`src/rtl/brg_pkg.sv`:
```
`timescale 1ns/1ps
package brg_pkg;
  localparam int NUM_SIDES = 2;
  localparam int SIDE_RX   = 0;
  localparam int SIDE_TX   = 1;

  // Register select; a side's pair sits at 2*side and 2*side+1
  typedef enum logic [1:0] {
    REG_RX_TC  = 2'd0,
    REG_RX_EXP = 2'd1,
    REG_TX_TC  = 2'd2,
    REG_TX_EXP = 2'd3
  } brg_reg_e;
endpackage

```
`src/rtl/brg_reg_bank.sv`:
```
`timescale 1ns/1ps
module brg_reg_bank
  import brg_pkg::*;
#(
  parameter int TC_W    = 8,
  parameter int EXP_W   = 4,
  parameter int MAX_EXP = 9,
  parameter int DATA_W  = 8
) (
  input  logic                                clk,
  input  logic                                rst,
  input  logic                                wr_en,
  input  logic [1:0]                          wr_addr,
  input  logic [DATA_W-1:0]                   wr_data,
  output logic [NUM_SIDES-1:0][TC_W-1:0]      tc_o,
  output logic [NUM_SIDES-1:0][EXP_W-1:0]     exp_o
);
  localparam logic [EXP_W-1:0]  EXP_RST = EXP_W'(MAX_EXP);
  localparam logic [DATA_W-1:0] EXP_LIM = DATA_W'(MAX_EXP);

  logic [EXP_W-1:0] exp_clamped;
  logic [TC_W-1:0]  tc_wdata;

  // Saturate out-of-range exponent writes
  always_comb begin
    if (wr_data > EXP_LIM) exp_clamped = EXP_RST;
    else                   exp_clamped = wr_data[EXP_W-1:0];
    tc_wdata = wr_data[TC_W-1:0];
  end

  for (genvar s = 0; s < NUM_SIDES; s++) begin : g_side
    localparam brg_reg_e TC_SEL  = brg_reg_e'(2 * s);
    localparam brg_reg_e EXP_SEL = brg_reg_e'(2 * s + 1);

    logic [TC_W-1:0]  tc_r;
    logic [EXP_W-1:0] exp_r;

    always_ff @(posedge clk) begin
      if (rst) begin
        tc_r  <= '0;
        exp_r <= EXP_RST;
      end else if (wr_en) begin
        if (wr_addr == TC_SEL)  tc_r  <= tc_wdata;
        if (wr_addr == EXP_SEL) exp_r <= exp_clamped;
      end
    end

    assign tc_o[s]  = tc_r;
    assign exp_o[s] = exp_r;
  end
endmodule

```
`src/rtl/brg_reload_calc.sv`:
```
`timescale 1ns/1ps
module brg_reload_calc #(
  parameter int TC_W    = 8,
  parameter int EXP_W   = 4,
  parameter int MAX_EXP = 9,
  parameter int CNT_W   = TC_W + MAX_EXP
) (
  input  logic [TC_W-1:0]  tc_i,
  input  logic [EXP_W-1:0] exp_i,
  output logic [CNT_W-1:0] reload_o
);
  // N-1 = (T-1)*2^E + (2^E - 1); T-1 wraps so that T=0 behaves as 2^TC_W
  logic [TC_W-1:0]  tc_m1;
  logic [CNT_W-1:0] low_mask;

  always_comb begin
    tc_m1    = tc_i - TC_W'(1);
    low_mask = (CNT_W'(1) << exp_i) - CNT_W'(1);
    reload_o = (CNT_W'(tc_m1) << exp_i) | low_mask;
  end
endmodule

```
`src/rtl/brg_divider.sv`:
```
`timescale 1ns/1ps
module brg_divider #(
  parameter int CNT_W = 17
) (
  input  logic             clk,
  input  logic             rst,
  input  logic [CNT_W-1:0] reload_i,
  output logic             tick_o
);
  logic             primed;
  logic [CNT_W-1:0] cnt;

  always_ff @(posedge clk) begin
    if (rst) begin
      primed <= 1'b0;
      cnt    <= '0;
      tick_o <= 1'b0;
    end else if (!primed) begin
      primed <= 1'b1;
      cnt    <= reload_i;
      tick_o <= 1'b0;
    end else if (cnt == '0) begin
      cnt    <= reload_i;
      tick_o <= 1'b1;
    end else begin
      cnt    <= cnt - CNT_W'(1);
      tick_o <= 1'b0;
    end
  end
endmodule

```
`src/rtl/brg_dual.sv`:
```
`timescale 1ns/1ps
module brg_dual
  import brg_pkg::*;
#(
  parameter int TC_W    = 8,
  parameter int EXP_W   = 4,
  parameter int MAX_EXP = 9,
  parameter int DATA_W  = 8
) (
  input  logic              clk,
  input  logic              rst,
  input  logic              wr_en,
  input  logic [1:0]        wr_addr,
  input  logic [DATA_W-1:0] wr_data,
  output logic              rx_tick,
  output logic              tx_tick
);
  localparam int CNT_W = TC_W + MAX_EXP;

  logic [NUM_SIDES-1:0][TC_W-1:0]  tc_q;
  logic [NUM_SIDES-1:0][EXP_W-1:0] exp_q;
  logic [NUM_SIDES-1:0]            tick;

  brg_reg_bank #(
    .TC_W(TC_W), .EXP_W(EXP_W), .MAX_EXP(MAX_EXP), .DATA_W(DATA_W)
  ) regs_i (
    .clk(clk), .rst(rst), .wr_en(wr_en), .wr_addr(wr_addr),
    .wr_data(wr_data), .tc_o(tc_q), .exp_o(exp_q)
  );

  for (genvar s = 0; s < NUM_SIDES; s++) begin : g_chan
    logic [CNT_W-1:0] reload;

    brg_reload_calc #(
      .TC_W(TC_W), .EXP_W(EXP_W), .MAX_EXP(MAX_EXP), .CNT_W(CNT_W)
    ) calc_i (
      .tc_i(tc_q[s]), .exp_i(exp_q[s]), .reload_o(reload)
    );

    brg_divider #(.CNT_W(CNT_W)) div_i (
      .clk(clk), .rst(rst), .reload_i(reload), .tick_o(tick[s])
    );
  end

  assign rx_tick = tick[SIDE_RX];
  assign tx_tick = tick[SIDE_TX];
endmodule

```
`config.mk`:
```
export PLATFORM = sky130hd
export DESIGN_NAME = brg_dual
export DESIGN_NICKNAME = d
export VERILOG_FILES = /design/src/rtl/brg_pkg.sv /design/src/rtl/brg_reg_bank.sv /design/src/rtl/brg_reload_calc.sv /design/src/rtl/brg_divider.sv /design/src/rtl/brg_dual.sv
export SDC_FILE = /design/constraint.sdc
export NUM_CORES = 1
export LEC_CHECK = 0
export BUFFER_PORTS_ARGS = -buffer_cell sky130_fd_sc_hd__buf_2
export CORE_ASPECT_RATIO = 1.75
export CORE_MARGIN = 2
export CORE_UTILIZATION = 55
export CTS_BUF_LIST = sky130_fd_sc_hd__clkbuf_8 sky130_fd_sc_hd__clkbuf_16
export CTS_CLUSTER_DIAMETER = 200
export DETAILED_ROUTE_END_ITERATION = 10
export GPL_TIMING_DRIVEN = 0
export PLACE_DENSITY = 0.73
export SLEW_MARGIN = 15
export SYNTH_ARGS = -nofsm -noshare
export SYNTH_HDL_FRONTEND = slang
export SYNTH_SLANG_ARGS = --single-unit
```
`constraint.sdc`:
```
create_clock -name clk -period 2.35 [get_ports clk]
set_input_delay 0.1175 -clock clk [delete_from_list [all_inputs] [get_ports clk]]
set_output_delay 0.1175 -clock clk [all_outputs]
set_load 0.01 [all_outputs]
```
==> summary.log <==
qor: global_route.grt_max_degree 12
qor: yosys.share_of_yosys_cell_area_claimed_by_the_top_area_cell_type 27.0%
qor: worst_setup_path.critPathRequiredTime 2530 ps
qor: worst_setup_path.cp-start-kind register
qor: yosys.synth-edff-count 0
qor: timing.fin_skew 3.73 ps
qor: die.die_height 124 um
qor: worst_setup_path.critPathMostFrequentCell sky130_fd_sc_hd__clkbuf_16
qor: cells_and_area.num_antenna_cells 0
qor: worst_setup_path.path_cells clkbuf_16 -> clkbuf_16 -> clkbuf_16 -> or3_4 -> ha_4 -> buf_8 -> and3_4 -> o21bai_4 -> a211oi_2 -> a211oi_1
qor: worst_setup_path.critPathArrivalTime 2520 ps
qor: clock_tree.clockBufferDepth 2
qor: power.pwr-share-seq 35.8%
qor: yosys.synth.ff_latch_count 61
qor: timing.timing_hold_violations_final 0
qor: timing.grt_setup_unrepaired yes
qor: cells_and_area.final_cell_count_no_fill 725
qor: power.power.switching_fraction 31.1%
qor: clock_tree.ctsHtreeMaxLevel 3
qor: drt.postRouteWirelength 14100 um
qor: yosys.post_synth_main_area_contributors sky130_fd_sc_hd__dfxtp_1 27%, sky130_fd_sc_hd__nor2_1 5.6%, sky130_fd_sc_hd__mux2i_1 5.3%, sky130_fd_sc_hd__xnor2_1 4.3%, sky130_fd_sc_hd__nand2_1 4.1%
qor: clock_tree.clk_latency 330 ps
qor: global_route.grt.total_usage 32.3%
qor: drt.drc_errors 0
qor: power.p_int 0.00232 W
qor: worst_setup_path.cpPeakStageDelay 370 ps
qor: timing.setup_total_negative_slack 0 ps
qor: cells_and_area.postLayoutCoreUtil 70.8%
qor: yosys.synthesis.yosys.warnings 0
qor: power.irDropWorstVdd 0.382 mV
qor: timing.maxSlewHeadroom 53.1%
qor: yosys.synth-main-ff-cell sky130_fd_sc_hd__dfxtp_1
qor: drt.drt_pre_antenna_iters 5
qor: timing.finalHoldWorstSlack 62.1 ps
qor: clock_tree.clock_buffers_created_by_tritoncts 9
qor: timing.fmax 0.428 GHz
qor: timing.finalWorstPathRequiredPeriod 2340 ps
qor: place.postPlaceCellArea 4720 um^2
qor: power.power.switching 0.00105 W
qor: yosys.number_of_nets_in_the_synthesized_netlist 614
qor: worst_setup_path.path_max_fanout 10
qor: power.comb_power_share 24.7%
qor: timing.maxSlewViolCount 0
qor: global_route.first_global_vias 4604
qor: yosys.synth_cells 595
qor: job.cap_viol_max_count 0
qor: clock_tree.clock_sinks 61
qor: timing.setup_viol_count_final 0
qor: die.ios 15
qor: power.power-per-cell-area 597 nW/um^2
qor: power.clock_power_share 39.5%
qor: cells_and_area.leading_cell_type_in_the_layout_fill_and_taps_excluded sky130_fd_sc_hd__nor2_1
qor: die.total_die_area 9000 um^2
qor: die.area_of_the_core 7960 um^2
qor: drt.routed-via-count 4842
qor: yosys.synth_seq_area_share 27.0%
qor: timing.finalCritPeriodShare 99.4%
qor: worst_setup_path.timing.critical_path.to_type register
qor: cells_and_area.fraction_of_layout_instances_using_a_drive_strength_above_1 22.8%
qor: worst_hold_path.hold_path_class input port to register
qor: global_route.gr-total-overflow 0
qor: global_route.grt_antenna_before_repair 0
qor: cells_and_area.synthToLayoutAreaGrowth 24.6%
qor: outcome.outcome complete, no violations
qor: place.dp.final_hpwl 9670 um
qor: drt.drt-initial-drc-count 392
qor: yosys.yosys.area.top_type sky130_fd_sc_hd__dfxtp_1
qor: yosys.synthesis.area_per_instance 7.61 um^2
qor: place.globalplace.congestion 0.959
qor: die.initial_core_util 56.9%
qor: die.chipWidth 72.6 um
qor: cells_and_area.fill_cells 650
qor: global_route.grt_pass1_wl 22600 um
qor: drt.via_per_inst 6.68
qor: worst_setup_path.setup.reg_to_reg.worst_slack 10 ps
qor: worst_setup_path.crit_path_max_delay_cell_type sky130_fd_sc_hd__or3_4
qor: cells_and_area.post-route-cell-area 5640 um^2
qor: power.power.leakage 2.08 nW
qor: drt.final_antenna_net_count 0
qor: die.fp-row-count 43
qor: yosys.synth_cell_types 75
qor: drt.routedWlPerCell 19.5 um
qor: worst_setup_path.critical_path_class register to register
qor: place.port_buffers 13
qor: yosys.async_reset_ff_share 0%
qor: clock_tree.ctsRootBufferMaster sky130_fd_sc_hd__clkbuf_16
qor: cells_and_area.layout.cells.most_common_list 64 x sky130_fd_sc_hd__nor2_1, 55 x sky130_fd_sc_hd__dfxtp_1, 49 x sky130_fd_sc_hd__nand2_1
qor: clock_tree.clkSlewWorstSetupHoldPaths 50 ps
qor: timing.max_slew.worst_pin.slew 698 ps
qor: yosys.mappedNetlistArea 4530 um^2
qor: clock_tree.cts_tree done
qor: place.numPlacedInstances 698
qor: cells_and_area.num-nets-final 649
-- cell type report --
| cell class | instances | area, um^2 | share of cell area (%) |
|---|---|---|---|
| Clock buffer | 10 | 239 | 4.24 |
| Timing Repair Buffer | 31 | 200 | 3.55 |
| Tap cell | 90 | 113 | 2.00 |
| Multi-Input combinational cell | 463 | 3420 | 60.6 |
| Buffer | 42 | 287 | 5.08 |
| Sequential cell | 61 | 1230 | 21.9 |
| Clock inverter | 6 | 61.3 | 1.09 |
| Inverter | 22 | 86.3 | 1.53 |
-- critical path, delay by kind of cell, from the launching register on --
family / cells / cell delay (ps)
buffers and inverters: 4 / 580
DFF: 1 / 350
adders and majority gates: 1 / 190
and+or+nand+nor: 2 / 550
AOI/OAI and AO/OA: 3 / 510
-- sequential cells by signal, summed over array words and instances, names as in the netlist --
| signal | cells |
|---|---|
| g_chan.div_i.cnt | 34 |
| g_chan.div_i.primed | 1 |
| g_chan.div_i.tick_o | 2 |
| regs_i.g_side.tc_r | 16 |
| regs_i.g_side.exp_r | 8 |
-- Yosys cell counts (11+ instances only) --
| library cell | n |
|---|---|
| sky130_fd_sc_hd__nor2_1 | 67 |
| sky130_fd_sc_hd__dfxtp_1 | 61 |
| sky130_fd_sc_hd__nand2_1 | 50 |
| sky130_fd_sc_hd__clkbuf_1 | 41 |
| sky130_fd_sc_hd__a21oi_1 | 28 |
| sky130_fd_sc_hd__o21ai_0 | 25 |
| sky130_fd_sc_hd__mux2i_1 | 24 |
| sky130_fd_sc_hd__nor3_1 | 23 |
| sky130_fd_sc_hd__xnor2_1 | 22 |
| sky130_fd_sc_hd__inv_1 | 18 |
| sky130_fd_sc_hd__o211ai_1 | 17 |
| sky130_fd_sc_hd__a211oi_1 | 16 |
| sky130_fd_sc_hd__nand3_1 | 16 |
| sky130_fd_sc_hd__nor2b_1 | 11 |
-- path summary, 6_finish.rpt --
check / from / to / cells after the start
setup reg to reg: regs_i.g_side[0].exp_r[0] / g_chan[0].div_i.cnt[10] / 10
hold reg to reg: g_chan[0].div_i.cnt[0] / g_chan[0].div_i.cnt[0] / 1
hold / removal: wr_data[6] / regs_i.g_side[1].tc_r[6] / 3
setup / recovery: regs_i.g_side[0].exp_r[0] / g_chan[0].div_i.cnt[10] / 10
-- power groups by stage --
stage          Combinational [W]  Sequential, W  Clock [W]
2_1_floorplan           0.000507        0.00119          0
3_3_place_gp            0.000658        0.00121          0
3_5_place_dp            0.000666        0.00121          0
4_1_cts                 0.000748        0.00119    0.00134
5_1_grt                 0.000892        0.00122    0.00139
6_report                0.000831        0.00121    0.00133
-- through the flow --
| stage | total power [W] | worst slack (ps) |
|---|---|---|
| after detailed placement | 0.00188 | -682 |
| after floorplan | 0.00170 | -5.08 |
| after CTS | 0.00328 | -13.0 |
| after global placement | 0.00186 | -584 |
| after global routing | 0.00350 | -54.9 |
| final | 0.00337 | 13.9 |
-- cell families (layout without fill, tap and decap cells) --
logic type,Yosys count,after routing,share of synthesized area [%]
flip-flops,61,61,27.0
AO/OA/AOI/OAI,171,171,27.5
multiplexers,26,26,5.80
AND/OR/NAND/NOR,228,228,25.3
XOR/XNOR,32,32,6.36
adder cells (fa/ha/maj),6,6,1.66
buffers and inverters,71,111,6.33
-- repair_timing --
| action | CTS | global route |
|---|---|---|
| cloned | 1 | 0 |
| gates resized for setup | 63 | 53 |
| endpoints found under the setup margin | 34 | 31 |
| pin swaps | 21 | 21 |
| buffers inserted | 7 | 10 |
| hold buffers | 0 | 0 |
-- metal layers --
metal  up-vias  wire (um)  share of wire (%)  track usage (%)
met2       207       7440                 53             57.9
met1      2282       5190                 37             34.2
met4         0        882                6.3             21.5
li1       2286          -                  -                -
met5         -          0                  0                0
met3        67        595                4.2             4.37
No activity file was read; power rests on OpenSTA's default activity.
